==> config.mk <==
export PLATFORM = sky130hd
export DESIGN_NAME = irq_route_ctrl
export DESIGN_NICKNAME = d
export VERILOG_FILES = /design/src/rtl/irq_pkg.sv /design/src/rtl/irq_cmd_decode.sv /design/src/rtl/irq_state_regs.sv /design/src/rtl/irq_cpu_select.sv /design/src/rtl/irq_route_ctrl.sv
export SDC_FILE = /design/constraint.sdc
export NUM_CORES = 1
export LEC_CHECK = 0
export ABC_AREA = 1
export CELL_PAD_IN_SITES_DETAIL_PLACEMENT = 1
export CELL_PAD_IN_SITES_GLOBAL_PLACEMENT = 2
export CORE_UTILIZATION = 39
export DETAILED_ROUTE_END_ITERATION = 7
export DONT_BUFFER_PORTS = 1
export PLACE_DENSITY_LB_ADDON = 0.1
export SETUP_SLACK_MARGIN = 0.2
export SYNTH_ARGS = -nofsm -noshare
export SYNTH_HDL_FRONTEND = slang
export SYNTH_SLANG_ARGS = --single-unit
==> constraint.sdc <==
create_clock -name clk -period 6.1 [get_ports clk]
set_clock_uncertainty 0.2 [all_clocks]
set_input_delay 1.22 -clock clk [delete_from_list [all_inputs] [get_ports clk]]
set_output_delay 1.22 -clock clk [all_outputs]
set_load 0.05 [all_outputs]
==> src/rtl/irq_pkg.sv <==
package irq_pkg;

    localparam int BUS_W = 32;
    localparam int ID_W  = 10;

    localparam logic [ID_W-1:0] NO_SRC_ID = 10'h3FF;

    localparam logic [31:0] OFS_INFO       = 32'h000;
    localparam logic [31:0] OFS_EN_SET     = 32'h030;
    localparam logic [31:0] OFS_EN_CLR     = 32'h034;
    localparam logic [31:0] OFS_ACK        = 32'h044;
    localparam logic [31:0] OFS_MASK_SET   = 32'h048;
    localparam logic [31:0] OFS_MASK_CLR   = 32'h04C;
    localparam logic [31:0] OFS_ROUTE_BASE = 32'h100;

    typedef enum logic [2:0] {
        CMD_NONE,
        CMD_EN_SET,
        CMD_EN_CLR,
        CMD_MASK_SET,
        CMD_MASK_CLR,
        CMD_ROUTE_WR
    } cmd_op_e;

    typedef enum logic [1:0] {
        RD_ZERO,
        RD_INFO,
        RD_ROUTE,
        RD_ACK
    } rd_kind_e;

    typedef struct packed {
        logic            hit;
        logic [ID_W-1:0] id;
    } pick_t;

endpackage

==> src/rtl/irq_cmd_decode.sv <==
module irq_cmd_decode
    import irq_pkg::*;
#(
    parameter int NUM_SRC = 32,
    parameter int ADDR_W  = 12,
    parameter int SRC_W   = 5
) (
    input  logic              bus_sel,
    input  logic              bus_wr,
    input  logic              bus_percpu,
    input  logic [ADDR_W-1:0] bus_addr,
    input  logic [BUS_W-1:0]  bus_wdata,
    output cmd_op_e           cmd_op,
    output logic [SRC_W-1:0]  cmd_idx,
    output rd_kind_e          rd_kind,
    output logic [SRC_W-1:0]  rd_idx
);

    localparam logic [31:0] ROUTE_END = OFS_ROUTE_BASE + 32'(4 * NUM_SRC);

    logic [31:0]      addr32;
    logic             in_route;
    logic             idx_ok;
    logic [SRC_W-1:0] route_idx;
    logic             unused_wdata_hi;

    assign unused_wdata_hi = ^bus_wdata[BUS_W-1:ID_W];

    always_comb begin
        addr32    = 32'(bus_addr);
        in_route  = (addr32 >= OFS_ROUTE_BASE) && (addr32 < ROUTE_END) &&
                    (addr32[1:0] == 2'b00);
        route_idx = SRC_W'((addr32 - OFS_ROUTE_BASE) >> 2);
        idx_ok    = (32'(bus_wdata[ID_W-1:0]) < 32'(NUM_SRC));

        cmd_op  = CMD_NONE;
        cmd_idx = SRC_W'(bus_wdata[ID_W-1:0]);
        rd_kind = RD_ZERO;
        rd_idx  = route_idx;

        if (bus_sel && bus_wr) begin
            if (!bus_percpu) begin
                if (addr32 == OFS_EN_SET && idx_ok) begin
                    cmd_op = CMD_EN_SET;
                end else if (addr32 == OFS_EN_CLR && idx_ok) begin
                    cmd_op = CMD_EN_CLR;
                end else if (in_route) begin
                    cmd_op  = CMD_ROUTE_WR;
                    cmd_idx = route_idx;
                end
            end else begin
                if (addr32 == OFS_MASK_SET && idx_ok) begin
                    cmd_op = CMD_MASK_SET;
                end else if (addr32 == OFS_MASK_CLR && idx_ok) begin
                    cmd_op = CMD_MASK_CLR;
                end
            end
        end else if (bus_sel) begin
            if (!bus_percpu) begin
                if (addr32 == OFS_INFO) begin
                    rd_kind = RD_INFO;
                end else if (in_route) begin
                    rd_kind = RD_ROUTE;
                end
            end else if (addr32 == OFS_ACK) begin
                rd_kind = RD_ACK;
            end
        end
    end

endmodule

==> src/rtl/irq_state_regs.sv <==
module irq_state_regs
    import irq_pkg::*;
#(
    parameter int NUM_SRC = 32,
    parameter int NUM_CPU = 4,
    parameter int SRC_W   = 5,
    parameter int CPU_W   = 2
) (
    input  logic                              clk,
    input  logic                              rst,
    input  cmd_op_e                           cmd_op,
    input  logic [SRC_W-1:0]                  cmd_idx,
    input  logic [CPU_W-1:0]                  cmd_cpu,
    input  logic [NUM_CPU-1:0]                route_val,
    output logic [NUM_SRC-1:0]                en_q,
    output logic [NUM_CPU-1:0][NUM_SRC-1:0]   mask_q,
    output logic [NUM_SRC-1:0][NUM_CPU-1:0]   route_q
);

    always_ff @(posedge clk) begin
        if (rst) begin
            en_q    <= '0;
            mask_q  <= '1;
            route_q <= '0;
        end else begin
            case (cmd_op)
                CMD_EN_SET:   en_q[cmd_idx]            <= 1'b1;
                CMD_EN_CLR:   en_q[cmd_idx]            <= 1'b0;
                CMD_MASK_SET: mask_q[cmd_cpu][cmd_idx] <= 1'b1;
                CMD_MASK_CLR: mask_q[cmd_cpu][cmd_idx] <= 1'b0;
                CMD_ROUTE_WR: route_q[cmd_idx]         <= route_val;
                default: ;
            endcase
        end
    end

endmodule

==> src/rtl/irq_cpu_select.sv <==
module irq_cpu_select
    import irq_pkg::*;
#(
    parameter int                 NUM_SRC       = 32,
    parameter logic [NUM_SRC-1:0] LOCAL_SRC_MAP = '0
) (
    input  logic [NUM_SRC-1:0] src_level,
    input  logic [NUM_SRC-1:0] en_q,
    input  logic [NUM_SRC-1:0] mask_row,
    input  logic [NUM_SRC-1:0] route_col,
    output pick_t              pick
);

    logic [NUM_SRC-1:0] qual;

    // shared sources need enable and routing; local ones bypass both
    assign qual = src_level & ~mask_row & (LOCAL_SRC_MAP | (en_q & route_col));

    always_comb begin
        pick.hit = 1'b0;
        pick.id  = NO_SRC_ID;
        for (int n = NUM_SRC - 1; n >= 0; n--) begin
            if (qual[n]) begin
                pick.hit = 1'b1;
                pick.id  = ID_W'(n);
            end
        end
    end

endmodule

==> src/rtl/irq_route_ctrl.sv <==
module irq_route_ctrl
    import irq_pkg::*;
#(
    parameter int                 NUM_SRC       = 32,
    parameter int                 NUM_CPU       = 4,
    parameter int                 ADDR_W        = 12,
    parameter logic [NUM_SRC-1:0] LOCAL_SRC_MAP = NUM_SRC'(6'b101000),
    localparam int                CPU_W         = (NUM_CPU > 1) ? $clog2(NUM_CPU) : 1,
    localparam int                SRC_W         = (NUM_SRC > 1) ? $clog2(NUM_SRC) : 1
) (
    input  logic               clk,
    input  logic               rst,
    input  logic [NUM_SRC-1:0] src_level,
    input  logic               bus_sel,
    input  logic               bus_wr,
    input  logic               bus_percpu,
    input  logic [CPU_W-1:0]   bus_cpu,
    input  logic [ADDR_W-1:0]  bus_addr,
    input  logic [31:0]        bus_wdata,
    output logic [31:0]        bus_rdata,
    output logic [NUM_CPU-1:0] cpu_irq
);

    cmd_op_e                            cmd_op;
    logic [SRC_W-1:0]                   cmd_idx;
    rd_kind_e                           rd_kind;
    logic [SRC_W-1:0]                   rd_idx;
    logic [NUM_SRC-1:0]                 en_q;
    logic [NUM_CPU-1:0][NUM_SRC-1:0]    mask_q;
    logic [NUM_SRC-1:0][NUM_CPU-1:0]    route_q;
    logic [NUM_CPU-1:0][NUM_SRC-1:0]    route_col;
    pick_t                              picks [NUM_CPU];
    logic [NUM_CPU-1:0]                 hit_vec;
    logic [31:0]                        rd_val;

    irq_cmd_decode #(
        .NUM_SRC (NUM_SRC),
        .ADDR_W  (ADDR_W),
        .SRC_W   (SRC_W)
    ) u_decode (
        .bus_sel    (bus_sel),
        .bus_wr     (bus_wr),
        .bus_percpu (bus_percpu),
        .bus_addr   (bus_addr),
        .bus_wdata  (bus_wdata),
        .cmd_op     (cmd_op),
        .cmd_idx    (cmd_idx),
        .rd_kind    (rd_kind),
        .rd_idx     (rd_idx)
    );

    irq_state_regs #(
        .NUM_SRC (NUM_SRC),
        .NUM_CPU (NUM_CPU),
        .SRC_W   (SRC_W),
        .CPU_W   (CPU_W)
    ) u_state (
        .clk       (clk),
        .rst       (rst),
        .cmd_op    (cmd_op),
        .cmd_idx   (cmd_idx),
        .cmd_cpu   (bus_cpu),
        .route_val (bus_wdata[NUM_CPU-1:0]),
        .en_q      (en_q),
        .mask_q    (mask_q),
        .route_q   (route_q)
    );

    generate
        for (genvar c = 0; c < NUM_CPU; c++) begin : g_cpu
            for (genvar n = 0; n < NUM_SRC; n++) begin : g_col
                assign route_col[c][n] = route_q[n][c];
            end

            irq_cpu_select #(
                .NUM_SRC       (NUM_SRC),
                .LOCAL_SRC_MAP (LOCAL_SRC_MAP)
            ) u_sel (
                .src_level (src_level),
                .en_q      (en_q),
                .mask_row  (mask_q[c]),
                .route_col (route_col[c]),
                .pick      (picks[c])
            );

            assign hit_vec[c] = picks[c].hit;
        end
    endgenerate

    always_comb begin
        case (rd_kind)
            RD_INFO:  rd_val = 32'(NUM_SRC) << 2;
            RD_ROUTE: rd_val = 32'(route_q[rd_idx]);
            RD_ACK:   rd_val = 32'(picks[bus_cpu].id);
            default:  rd_val = '0;
        endcase
    end

    always_ff @(posedge clk) begin
        if (rst) begin
            bus_rdata <= '0;
            cpu_irq   <= '0;
        end else begin
            bus_rdata <= rd_val;
            cpu_irq   <= hit_vec;
        end
    end

endmodule

Yosys cells after proc, flatten, opt, wreduce, memory -nomap -nowiden. Index checks and enable logic that the tools add are counted.

Logic and storage cells: 259. Input bits: 83. Register bits: 324. Output and inout bits: 36.

Magnitude comparators: 9. Add/sub/neg operators: 1. Mux-type cells: 161. Bitwise logic cells: 23. Reduce and logical (&&, ||, !) cells: 13. Equal/unequal tests: 13.

Operator list (number): two-way mux 11 bit (128); AND 32 bit (13); one-hot mux 128 bit (2 select lines) (1); NOT 32 bit (5); AND 128 bit (1); bitwise mux 128 bit (1); NOT 128 bit (1); OR 128 bit (1); demux 32 bit (select 2 bit) (1); one-hot mux 32 bit (2 select lines) (1); == test 12 x 7 -> 1 bit, second input constant (3); two-way mux 32 bit (1); OR 32 bit (1); one-hot mux 10 bit (3 select lines) (1); two-way mux 5 bit (5); == test 12 x 6 -> 1 bit, second input constant (2); binary-select mux 11 bit (select 2 bit) (1); two-way mux 3 bit (7); binary-select mux 4 bit (select 5 bit) (1); demux 4 bit (select 5 bit) (1); two-way mux 10 bit (2); greater-or-equal comparator 12 x 9 -> 1 bit, second input constant (1); zero test 12 bit (1); less-than comparator 12 x 9 -> 1 bit, second input constant (1); 20 further kinds (39).

Longest topological paths before layout. Gate-level depths: netlist (run 1).

Word-level depth: 39. Depth in mapped cells: 36. Gate-level depth less buffers: 36.

Hierarchy. Synthesis (run 1) repeated with hierarchy kept, for this count alone.

Cell total of the unflattened synthesis: 3022. Area total of the unflattened synthesis: 18581.6 um^2.

By module, submodules not included: irq_state_regs (area an instance 12226.7 um^2, cells each 1708, sequential area each 5765.5 um^2, instances 1); irq_cpu_select (area an instance 943.4 um^2, cells each 201, sequential area each 0.0 um^2, instances 4); irq_route_ctrl (area an instance 2159.6 um^2, cells each 424, sequential area each 280.3 um^2, instances 1); irq_cmd_decode (area an instance 421.7 um^2, cells each 86, sequential area each 0.0 um^2, instances 1).

Least setup slack after synthesis (run 1). OpenSTA, ideal clock, no wires.

Path type: input to register. Start: input bus_addr[1]. End: register u_state.route_q[44] (netlist bit). Required time: 5778 ps. Stages on the path: 16. Buffers on the path: 0. Path slack: 2693 ps. Data arrival time: 3086 ps. Library setup time: 122 ps. Path through: nor2_2 > inv_2 > nor2_4 > inv_2 > nor3_4 > nand2_1 > o21ai_1 > inv_2 > nor2_1 > inv_2 > nor2_1 > inv_2 > nor2_4 > nand2_1 > o21ai_0 > a21oi_1.

Cells in the longest elaborated chain, start to end: 13. Elaborated cells on any way between the ends: 33. Those cells by class: 1 x add/sub; 4 x order compare; 5 x eq/ne; 15 x mux; 8 x reduce/logical.

Ends and longest elaborated chain: from (decl) (line irq_route_ctrl.sv:18) `input logic [ADDR_W-1:0] bus_addr,`; greater-or-equal comparator 12 x 9 -> 1 bit or less-than comparator 12 x 9 -> 1 bit (tied branches) (line irq_cmd_decode.sv:31) `in_route = (addr32 >= OFS_ROUTE_BASE) && (addr32 < ROUTE_END) &&`; logical AND 1 bit (2 in series) (line irq_cmd_decode.sv:31); two-way mux 5 bit (line irq_cmd_decode.sv:47) `end else if (in_route) begin`; two-way mux 5 bit (line irq_cmd_decode.sv:45) `end else if (addr32 == OFS_EN_CLR && idx_ok) begin`; two-way mux 5 bit (line irq_cmd_decode.sv:43) `if (addr32 == OFS_EN_SET && idx_ok) begin`; two-way mux 5 bit (line irq_cmd_decode.sv:42) `if (!bus_percpu) begin`; two-way mux 5 bit (line irq_cmd_decode.sv:41) `if (bus_sel && bus_wr) begin`; less-than comparator 5 x 6 -> 1 bit (not written as such) or greater-or-equal comparator 5 x 1 -> 1 bit (tied branches) (line irq_state_regs.sv:31) `CMD_ROUTE_WR: route_q[cmd_idx] <= route_val;`; logical AND 1 bit (not written as such) (line irq_state_regs.sv:31); two-way mux 4 bit (not written as such) (line irq_state_regs.sv:31); demux 4 bit (select 5 bit); bitwise mux 128 bit (line irq_state_regs.sv:31); to (signal, indexed assignment) (line irq_state_regs.sv:31); to (decl) (line irq_state_regs.sv:17) `output logic [NUM_SRC-1:0][NUM_CPU-1:0] route_q`.

Several ways; a longest one is shown, not always the timed one. A chain may end at the register's enable or synchronous reset.

==> impl_metrics.json, run 1 <==
{
  "crit_required_ns": 6.30,
  "cp-end-kind": "register",
  "die_w_um": 199,
  "netlist_area_um2": 15100,
  "grt_pass1_vias": 14852,
  "drive_gt1_share_pct": 8.87,
  "min-delay-path-class": "reg2reg",
  "dp_cells": 2558,
  "async_flop_share_pct": 0,
  "grt_pass1_wl_um": 92400,
  "yosys.cell_types.count": 44,
  "design.core.area_um2": 37900,
  "r2r_slack_ns": 2.75,
  "whs_path_depth": 2,
  "hold_violations": 0,
  "seq_area_frac_synth_pct": 39.2,
  "final_nets": 2169,
  "remaining_drc_errors": 0,
  "rsz0062_at_grt": "false",
  "yosysWarningCount": 0,
  "cts_tree": "done",
  "path_max_fanout": 26,
  "drtIter0Drc": 1062,
  "antenna_found_initial": 2,
  "gp_congestion": 0.924,
  "row_count": 71,
  "clock.fmax_mhz": 240,
  "wire_per_inst_um": 23.5,
  "r2r_cells": 35,
  "muxShareOfSynthArea_pct": 0,
  "synth_compound_area_share_pct": 27.6,
  "postCtsHoldBufs": 0,
  "fin_setup_tns_ns": 0,
  "cp.arrival_ns": 4.38,
  "avgSynthCellArea_um2": 7.09,
  "max-slew-margin-rel_pct": 26.7,
  "track_usage_pct": 31.6,
  "clk_latency_ns": 0.56,
  "hold_start": "u_state.route_q[23]",
  "power.density_nw_per_um2": 265,
  "setup_viol": 0,
  "worst_setup_path_start_kind": "primary input",
  "pin_count": 119,
  "p_leak_nw": 5.79,
  "postPlaceCellArea_um2": 15400,
  "syn_to_final_growth_pct": 9.93,
  "synthSimpleGateAreaFrac_pct": 20.8,
  "drv_slew": 0,
  "max-cap-violations": 0,
  "status": "finished, final reports clean",
  "multi_input_area_um2": 7450,
  "detail-route-antenna-nets": 0,
  "yosysTopAreaCellShare_pct": 39.2,
  "synthAdderAreaFrac_pct": 0,
  "synthTopCellsByArea": "dfxtp_1 39%, nand2_1 8.5%, inv_1 7.5%",
  "r2r-end": "bus_rdata[0]",
  "swShare_pct": 24.7,
  "overflow": 0,
  "switchingPower_w": 0.00109,
  "ff_latch_area_um2": 5950,
  "vdd_ir_drop_max_mv": 0.182,
  "ys_ff_latch": 297,
  "clk_transition_reported_paths_ns": 0.06,
  "cts.sinks": 297,
  "synth_cells": 2136,
  "holdPathEnd": "u_state.route_q[23]",
  "sequentialPowerShare_pct": 44.1,
  "synth_largest_area_cell": "dfxtp_1",
  "io_buffers": 0,
  "worst_slew_pin_slew_ns": 1.10,
  "period_share_pct": 68.4,
  "dr.pass1.iters": 5,
  "start_util_pct": 39.9,
  "post_cts.repair.setup_buffers": 0,
  "htree_levels": 2,
  "die-area_um2": 39600,
  "comb_power_share_pct": 5.2,
  "cts_max_path_buffers": 3,
  "worstSetupPathType": "in2reg",
  "fillers": 4853,
  "synth_xor_area_share_pct": 0,
  "die-height_um": 199,
  "fin_area_um2": 16700,
  "cts_resized": 0,
  "via_count": 15018,
  "synth_edf_count": 0,
  "synth_top_family_by_area": "compound AO/OA/AOI/OAI gates",
  "synth_flop_cell": "dfxtp_1",
  "min_period_ns": 4.18,
  "via_per_inst": 5.73,
  "root_buffer": "clkbuf_16",
  "wl_um": 61700,
  "detailed_place_hpwl_um": 42800,
  "holdWs_ns": 0.254,
  "stdcell_count": 2622,
  "clockPowerShare_pct": 50.8,
  "numCtsBuffers": 37,
  "p_int_w": 0.00332,
  "grt_max_degree": 104
}
layout make-up:
type | count | share of cell area (%)
multi-input cells | 1392 | 44.7
flip-flops and latches | 297 | 35.7
inverters | 344 | 7.80
clock buffers | 52 | 6.63
well taps | 511 | 3.84
clock inverters | 10 | 0.646
repair buffers | 14 | 0.631
diodes | 2 | 0.0301
cell families (layout without fill, tap and decap cells):
group,Yosys count,after routing
flip-flops,297,297
AO/OA/AOI/OAI,686,686
buffers and inverters,468,420
other,1,24
AND/OR/NAND/NOR,684,684
cells in the final DEF, fill, tap and decap left out, types with 26 or more instances in the layout:
master	netlist	layout
nand2_1	345	345
clkbuf_16	0	39
nor3_1	114	113
nor2_4	26	26
o221ai_1	30	30
o21ai_1	41	41
dfxtp_1	297	296
nor2_1	129	126
inv_1	303	301
a21oi_1	196	196
inv_2	40	41
o311ai_1	101	101
o21ai_0	227	227
a22oi_1	31	31
worst max-delay path, stage by stage:
cell and delay, ns:
nor3_1 0.15, and2_1 0.26, inv_1 0.08, nor3_2 0.24
nand2_1 0.11, a21oi_1 0.20, nand2_1 0.22, o21bai_4 0.30
nand2_2 0.37, inv_2 0.78, nand2_1 0.18, a21oi_1 0.17
o21ai_1 0.07
power by group through the flow:
| stage | registers (W) | logic (W) | clock network [W] |
|---|---|---|---|
| floorplan | 0.00199 | 0.000173 | 0 |
| global placement | 0.00199 | 0.000220 | 0 |
| detailed placement | 0.00199 | 0.000221 | 0 |
| CTS | 0.00194 | 0.000223 | 0.00227 |
| global route | 0.00194 | 0.000240 | 0.00235 |
| finish | 0.00194 | 0.000228 | 0.00224 |
worst max-delay path by stage:
stage | from | cells past startpoint | endpoint | slack [ns]
after floorplan | bus_addr[1] | 16 | u_state.route_q[44] | 2.69
after global placement | bus_addr[2] | 15 | u_state.route_q[76] | 1.57
after global routing | bus_wdata[7] | 13 | register | 1.69
after CTS | bus_wdata[7] | 13 | register | 2.02
after detailed placement | bus_wdata[7] | 13 | register | 1.51
final | bus_wdata[7] | 13 | register | 1.92
stage by stage:
stage / setup slack [ns] / utilization [%] / total power (W)
after detailed placement: 1.51 / 40.7 / 0.00221
after global placement: 1.57 / 40.7 / 0.00220
after CTS: 2.02 / 43.9 / 0.00444
final: 1.92 / 43.9 / 0.00441
after global routing: 1.69 / 43.9 / 0.00453
after floorplan: 2.69 / - / 0.00216
routing by layer:
| layer | wire (um) | global-route usage, % | vias up |
|---|---|---|---|
| met5 | 0 | 0 | - |
| met4 | 2140 | 11.8 | 0 |
| met3 | 3320 | 4.34 | 106 |
| met2 | 27500 | 50.6 | 409 |
| met1 | 28700 | 43.1 | 7355 |
| li1 | - | - | 7148 |
cells in the mapped netlist, types with 2 or more instances:
| library cell | n |
|---|---|
| nand2_1 | 345 |
| inv_1 | 303 |
| dfxtp_1 | 297 |
| o21ai_0 | 227 |
| a21oi_1 | 196 |
| nor2_1 | 129 |
| nor3_1 | 114 |
| o311ai_1 | 101 |
| clkbuf_1 | 84 |
| o21ai_1 | 41 |
| inv_2 | 40 |
| a22oi_1 | 31 |
| o221ai_1 | 30 |
| nor2_4 | 26 |
| buf_4 | 25 |
| nor2_2 | 20 |
| a221oi_1 | 18 |
| nand4_1 | 17 |
| a211oi_1 | 16 |
| buf_2 | 12 |
| nand3_1 | 9 |
| a31oi_1 | 8 |
| nor4_1 | 7 |
| nand2_2 | 5 |
| o21ai_2 | 5 |
| o22ai_1 | 4 |
| buf_1 | 3 |
| nor2_8 | 3 |
| nor3_2 | 2 |
| o311ai_0 | 2 |
| o32ai_1 | 2 |
| or2_2 | 2 |
Power figures use the tool's default switching activity.
==> run 2: changes to the inputs <==
--- a/config.mk
+++ b/config.mk
@@ -8,7 +8,7 @@
 export ABC_AREA = 1
 export CELL_PAD_IN_SITES_DETAIL_PLACEMENT = 1
 export CELL_PAD_IN_SITES_GLOBAL_PLACEMENT = 2
-export CORE_UTILIZATION = 39
+export CORE_UTILIZATION = 37
 export DETAILED_ROUTE_END_ITERATION = 7
 export DONT_BUFFER_PORTS = 1
 export PLACE_DENSITY_LB_ADDON = 0.1
==> constraint.sdc (replaced) <==
create_clock -name clk -period 3.9 [get_ports clk]
set_clock_uncertainty 0.2 [all_clocks]
set_input_delay 0.78 -clock clk [delete_from_list [all_inputs] [get_ports clk]]
set_output_delay 0.78 -clock clk [all_outputs]
set_load 0.05 [all_outputs]
==> impl_metrics.json, run 2 (synthesis gave the netlist of run 1 again) <==
{
  "detailed_place_hpwl_um": 44400,
  "worst_setup_path_start_kind": "register",
  "cpPeakStageDelay_ns": 0.33,
  "dp_slack_ns": 0.136,
  "post_cts.repair.setup_buffers": 0,
  "max-slew-margin-rel_pct": 33.6,
  "period_share_pct": 84.8,
  "layout_commonest_cell": "nand2_1",
  "max-cap-violations": 0,
  "vdd_ir_drop_max_mv": 0.258,
  "postCtsHoldBufs": 0,
  "dp_cells": 2596,
  "row_count": 73,
  "min-delay-path-class": "in2reg",
  "die-height_um": 204,
  "p_leak_nw": 5.92,
  "remaining_drc_errors": 0,
  "via_count": 15163,
  "crit_required_ns": 4.14,
  "die_w_um": 204,
  "cts.sinks": 297,
  "rsz0062_at_grt": "false",
  "worst_slew_pin_slew_ns": 0.999,
  "grt_pass1_vias": 14860,
  "cts_max_path_buffers": 3,
  "grt_pass1_wl_um": 94700,
  "cp.arrival_ns": 3.55,
  "final_nets": 2193,
  "wl_um": 62900,
  "io_buffers": 0,
  "numCtsBuffers": 37,
  "worstSetupPathType": "reg2reg",
  "pin_count": 119,
  "drv_slew": 0,
  "finalWorstSetupSlack_ns": 0.591,
  "htree_levels": 2,
  "drive_gt1_share_pct": 10.1,
  "clk_latency_ns": 0.56,
  "via_per_inst": 5.70,
  "overflow": 0,
  "design.core.area_um2": 40100,
  "cp_top_family": "simple AND/OR/NAND/NOR gates",
  "min_period_ns": 3.31,
  "clock.fmax_mhz": 302,
  "drtIter0Drc": 1106,
  "root_buffer": "clkbuf_16",
  "fin_setup_tns_ns": 0,
  "dr.pass1.iters": 5,
  "cts_tree": "done",
  "gp_congestion": 0.901,
  "power.density_nw_per_um2": 408,
  "detail-route-antenna-nets": 0,
  "crit_buf_inv": 0,
  "cp_slowest_cell": "dfxtp_1",
  "start_util_pct": 37.8,
  "final_cell_mix": "345 x nand2_1, 302 x inv_1, 296 x dfxtp_1",
  "setup_viol": 0,
  "wire_per_inst_um": 23.6,
  "grt_max_degree": 153,
  "cts_resized": 0,
  "cp-end-kind": "register",
  "syn_to_final_growth_pct": 11.4,
  "die-area_um2": 41800,
  "fillers": 5037,
  "status": "finished, final reports clean",
  "hold_violations": 0,
  "antenna_found_initial": 1,
  "track_usage_pct": 30.5,
  "clk_transition_reported_paths_ns": 0.06,
  "stdcell_count": 2661,
  "cpMostUsedCell": "nand2_1",
  "path_max_fanout": 4
}
-- run 2: worst register-to-register path, delay by kind of cell, from the launching register on --
family | cells | cell delay (ns)
flip-flops | 1 | 0.33
AND/OR/NAND/NOR | 35 | 2.69
-- run 2: final timing paths --
| path | startpoint | to | slack, ns | cells after the start |
|---|---|---|---|---|
| hold reg to reg | u_state.route_q[23] | u_state.route_q[23] | 0.25 | 2 |
| setup reg to reg | register | bus_rdata[0] | 0.59 | 35 |
| hold / removal | rst | cpu_irq[2] | 0.10 | 1 |
| setup / recovery | register | bus_rdata[0] | 0.59 | 35 |
-- run 2: routing by layer --
| layer | vias to the layer above | share of wire (%) | GRT usage (%) |
|---|---|---|---|
| met5 | - | 0 | 0 |
| met1 | 7437 | 48 | 43.0 |
| met2 | 433 | 45 | 49.0 |
| met3 | 77 | 5.4 | 3.94 |
| li1 | 7216 | - | - |
| met4 | 0 | 2.0 | 7.25 |
-- run 2: per-stage QoR --
step	hold WS (ns)	utilization [%]	power, W	area, um^2
floorplan	0.223	-	0.00338	15200
global placement	0.234	39.1	0.00346	15700
detailed placement	0.236	39.1	0.00347	15700
CTS	0.0782	42.1	0.00695	16900
global route	0.0810	42.1	0.00711	16900
finish	0.100	42.1	0.00689	16900
-- run 2: area by class of cell --
cell class	count	area [um^2]	share of cell area [%]
diodes	1	2.50	0.0148
clock buffers	49	1070	6.34
clock inverters	15	139	0.823
inverters	344	1300	7.69
multi-input cells	1392	7450	44.1
flip-flops and latches	297	5950	35.2
well taps	525	657	3.89
repair buffers	38	323	1.91
-- run 2: power by group --
group          internal, W  total [W]  switching [W]  leakage, nW
registers          0.00304    0.00304     0.00000266         2.40
clock network      0.00206    0.00348        0.00142        0.607
logic            0.0000708   0.000372       0.000302         2.91
==> run 3: changes to the inputs <==
--- a/config.mk
+++ b/config.mk
@@ -5,10 +5,10 @@
 export SDC_FILE = /design/constraint.sdc
 export NUM_CORES = 1
 export LEC_CHECK = 0
-export ABC_AREA = 1
+export ABC_AREA = 0
 export CELL_PAD_IN_SITES_DETAIL_PLACEMENT = 1
 export CELL_PAD_IN_SITES_GLOBAL_PLACEMENT = 2
-export CORE_UTILIZATION = 37
+export CORE_UTILIZATION = 40
 export DETAILED_ROUTE_END_ITERATION = 7
 export DONT_BUFFER_PORTS = 1
 export PLACE_DENSITY_LB_ADDON = 0.1
==> constraint.sdc (replaced) <==
create_clock -name clk -period 3.4 [get_ports clk]
set_clock_uncertainty 0.2 [all_clocks]
set_input_delay 0.68 -clock clk [delete_from_list [all_inputs] [get_ports clk]]
set_output_delay 0.68 -clock clk [all_outputs]
set_load 0.05 [all_outputs]
==> impl_metrics.json, run 3 <==
{
  "detailed_place_hpwl_um": 44000,
  "min-delay-path-class": "in2reg",
  "die_w_um": 200,
  "detail-route-antenna-nets": 0,
  "rsz0062_at_grt": "false",
  "path_max_fanout": 3,
  "period_share_pct": 87.7,
  "htree_levels": 2,
  "final_cell_mix": "296 x dfxtp_1, 171 x nor2_1, 120 x o31ai_1",
  "die-height_um": 200,
  "synth_cells": 1729,
  "synth_edf_count": 0,
  "avgSynthCellArea_um2": 9.09,
  "ys_ff_latch": 297,
  "cts_resized": 0,
  "cp_slowest_cell": "dfxtp_1",
  "track_usage_pct": 31.9,
  "min_period_ns": 2.98,
  "wire_per_inst_um": 29.5,
  "grt_pass1_vias": 14201,
  "p_total_w": 0.00787,
  "via_count": 14683,
  "status": "finished, final reports clean",
  "start_util_pct": 40.6,
  "crit_buf_inv": 1,
  "crit_path_cell_trace": "nand4b_1 -> nor4bb_1 -> o21ai_0 -> a31oi_1 -> o21a_1 -> o311a_1 -> o41ai_1 -> buf_4",
  "yosys-top-cells-count": "297 x dfxtp_1, 173 x nor2_1, 120 x o31ai_1",
  "overflow": 0,
  "layout_commonest_cell": "dfxtp_1",
  "worstSetupPathType": "reg2reg",
  "dr.pass1.iters": 5,
  "setup_viol": 0,
  "antennaDiodeCount": 0,
  "grt_pass1_wl_um": 96300,
  "fin_area_um2": 17400,
  "clock.fmax_mhz": 336,
  "async_flop_share_pct": 0,
  "r2r_cells": 8,
  "design.core.area_um2": 38700,
  "cpPeakStageDelay_ns": 0.42,
  "row_count": 72,
  "synth_largest_area_cell": "dfxtp_1",
  "io_buffers": 0,
  "clk_transition_reported_paths_ns": 0.06,
  "yosysMostFrequentCell": "dfxtp_1",
  "max-cap-violations": 0,
  "cts_max_path_buffers": 3,
  "path_depth": 8,
  "cp_top_family": "compound AO/OA/AOI/OAI gates",
  "wl_um": 65100,
  "cp.arrival_ns": 3.28,
  "drtIter0Drc": 1311,
  "syn_to_final_growth_pct": 10.8,
  "gp_congestion": 0.896,
  "seq_area_frac_synth_pct": 37.8,
  "worst_setup_path_start_kind": "register",
  "die-area_um2": 40100,
  "clk_latency_ns": 0.56,
  "drive_gt1_share_pct": 11.3,
  "via_per_inst": 6.65,
  "yosysWarningCount": 0,
  "fin_setup_tns_ns": 0,
  "drv_slew": 0,
  "synthTopCellsByArea": "dfxtp_1 38%, mux2i_1 7.2%, mux4_2 5.9%",
  "synth_flop_cell": "dfxtp_1",
  "netlist_area_um2": 15700,
  "yosys.cell_types.count": 67,
  "p_leak_nw": 6.45,
  "cp-end-kind": "register",
  "cts.sinks": 297,
  "root_buffer": "clkbuf_16",
  "postPlaceCellArea_um2": 16100,
  "yosysTopAreaCellShare_pct": 37.8,
  "vdd_ir_drop_max_mv": 0.307,
  "grt_max_degree": 282,
  "power.density_nw_per_um2": 452,
  "whs_path_depth": 2,
  "remaining_drc_errors": 0,
  "final_nets": 1746,
  "antenna_found_initial": 1,
  "numCtsBuffers": 38,
  "max-slew-margin-rel_pct": 33.7,
  "worst_slew_pin_slew_ns": 0.997,
  "holdWs_ns": 0.0752,
  "postCtsHoldBufs": 3,
  "pin_count": 119,
  "hold_violations": 0,
  "post_cts.repair.setup_buffers": 0,
  "crit_required_ns": 3.70,
  "cts_tree": "done"
}
[run 3: cell types whose count changed after synthesis, sizes merged, moves of 41 or more]
cell,previous run,this run
inv,344,13
nand2,350,93
o21ai,273,62
a21oi,196,52
o31ai,1,121
mux2i,0,113
o22ai,4,117
nand4b,0,99
o311ai,103,8
nor3,117,35
mux4,0,41
[run 3: layout make-up]
cell class	instances	area [um^2]
clock buffers	58	1130
clock inverters	10	130
fillers	4384	21300
inverters	13	48.8
multi-input cells	1262	9040
flip-flops and latches	297	5950
well taps	518	648
repair buffers	51	478
[run 3: cell families (layout without fill, tap and decap cells)]
logic type | Yosys count | count (layout) | synth area share (%)
multiplexers | 154 | 154 | 13.1
buffers and inverters | 191 | 132 | 5.40
other | 1 | 22 | 0.0239
AO/OA/AOI/OAI | 455 | 455 | 19.6
flip-flops | 297 | 297 | 37.8
AND/OR/NAND/NOR | 631 | 631 | 24.1
[run 3: metal layers]
layer	part of all wire, %	GRT usage [%]
met5	0	0
met4	2.2	8.87
met3	6.5	4.96
met2	44	48.5
met1	47	46.6
[run 3: worst paths after layout]
path,slack (ns),startpoint,endpoint
min,0.08,bus_wdata[1],u_state.route_q[17]
max,0.42,u_state.route_q[116],bus_rdata[0]
max reg2reg,0.42,u_state.route_q[116],bus_rdata[0]
min reg2reg,0.28,u_state.route_q[23],u_state.route_q[23]
[run 3: metrics by stage]
step / setup slack, ns / util (%) / std cells
floorplan: 0.542 / - / 1750
global placement: 0.0855 / 41.7 / 2138
detailed placement: 0.0610 / 41.7 / 2138
CTS: 0.469 / 45.0 / 2209
global route: 0.305 / 45.0 / 2209
finish: 0.419 / 45.0 / 2209
[run 3: where the power goes]
part	switching, W	internal (W)	total (W)
Sequential	0.000000823	0.00348	0.00348
Combinational	0.000188	0.0000729	0.000261
Clock	0.00161	0.00252	0.00413
Total	0.00180	0.00607	0.00787
[run 3: worst reg2reg max path, cell delays in order (launching register included)]
cell      delay, ns
dfxtp_1        0.42
nand4b_1       0.32
nor4bb_1       0.27
o21ai_0        0.33
a31oi_1        0.16
o21a_1         0.26
o311a_1        0.37
o41ai_1        0.41
buf_4          0.19
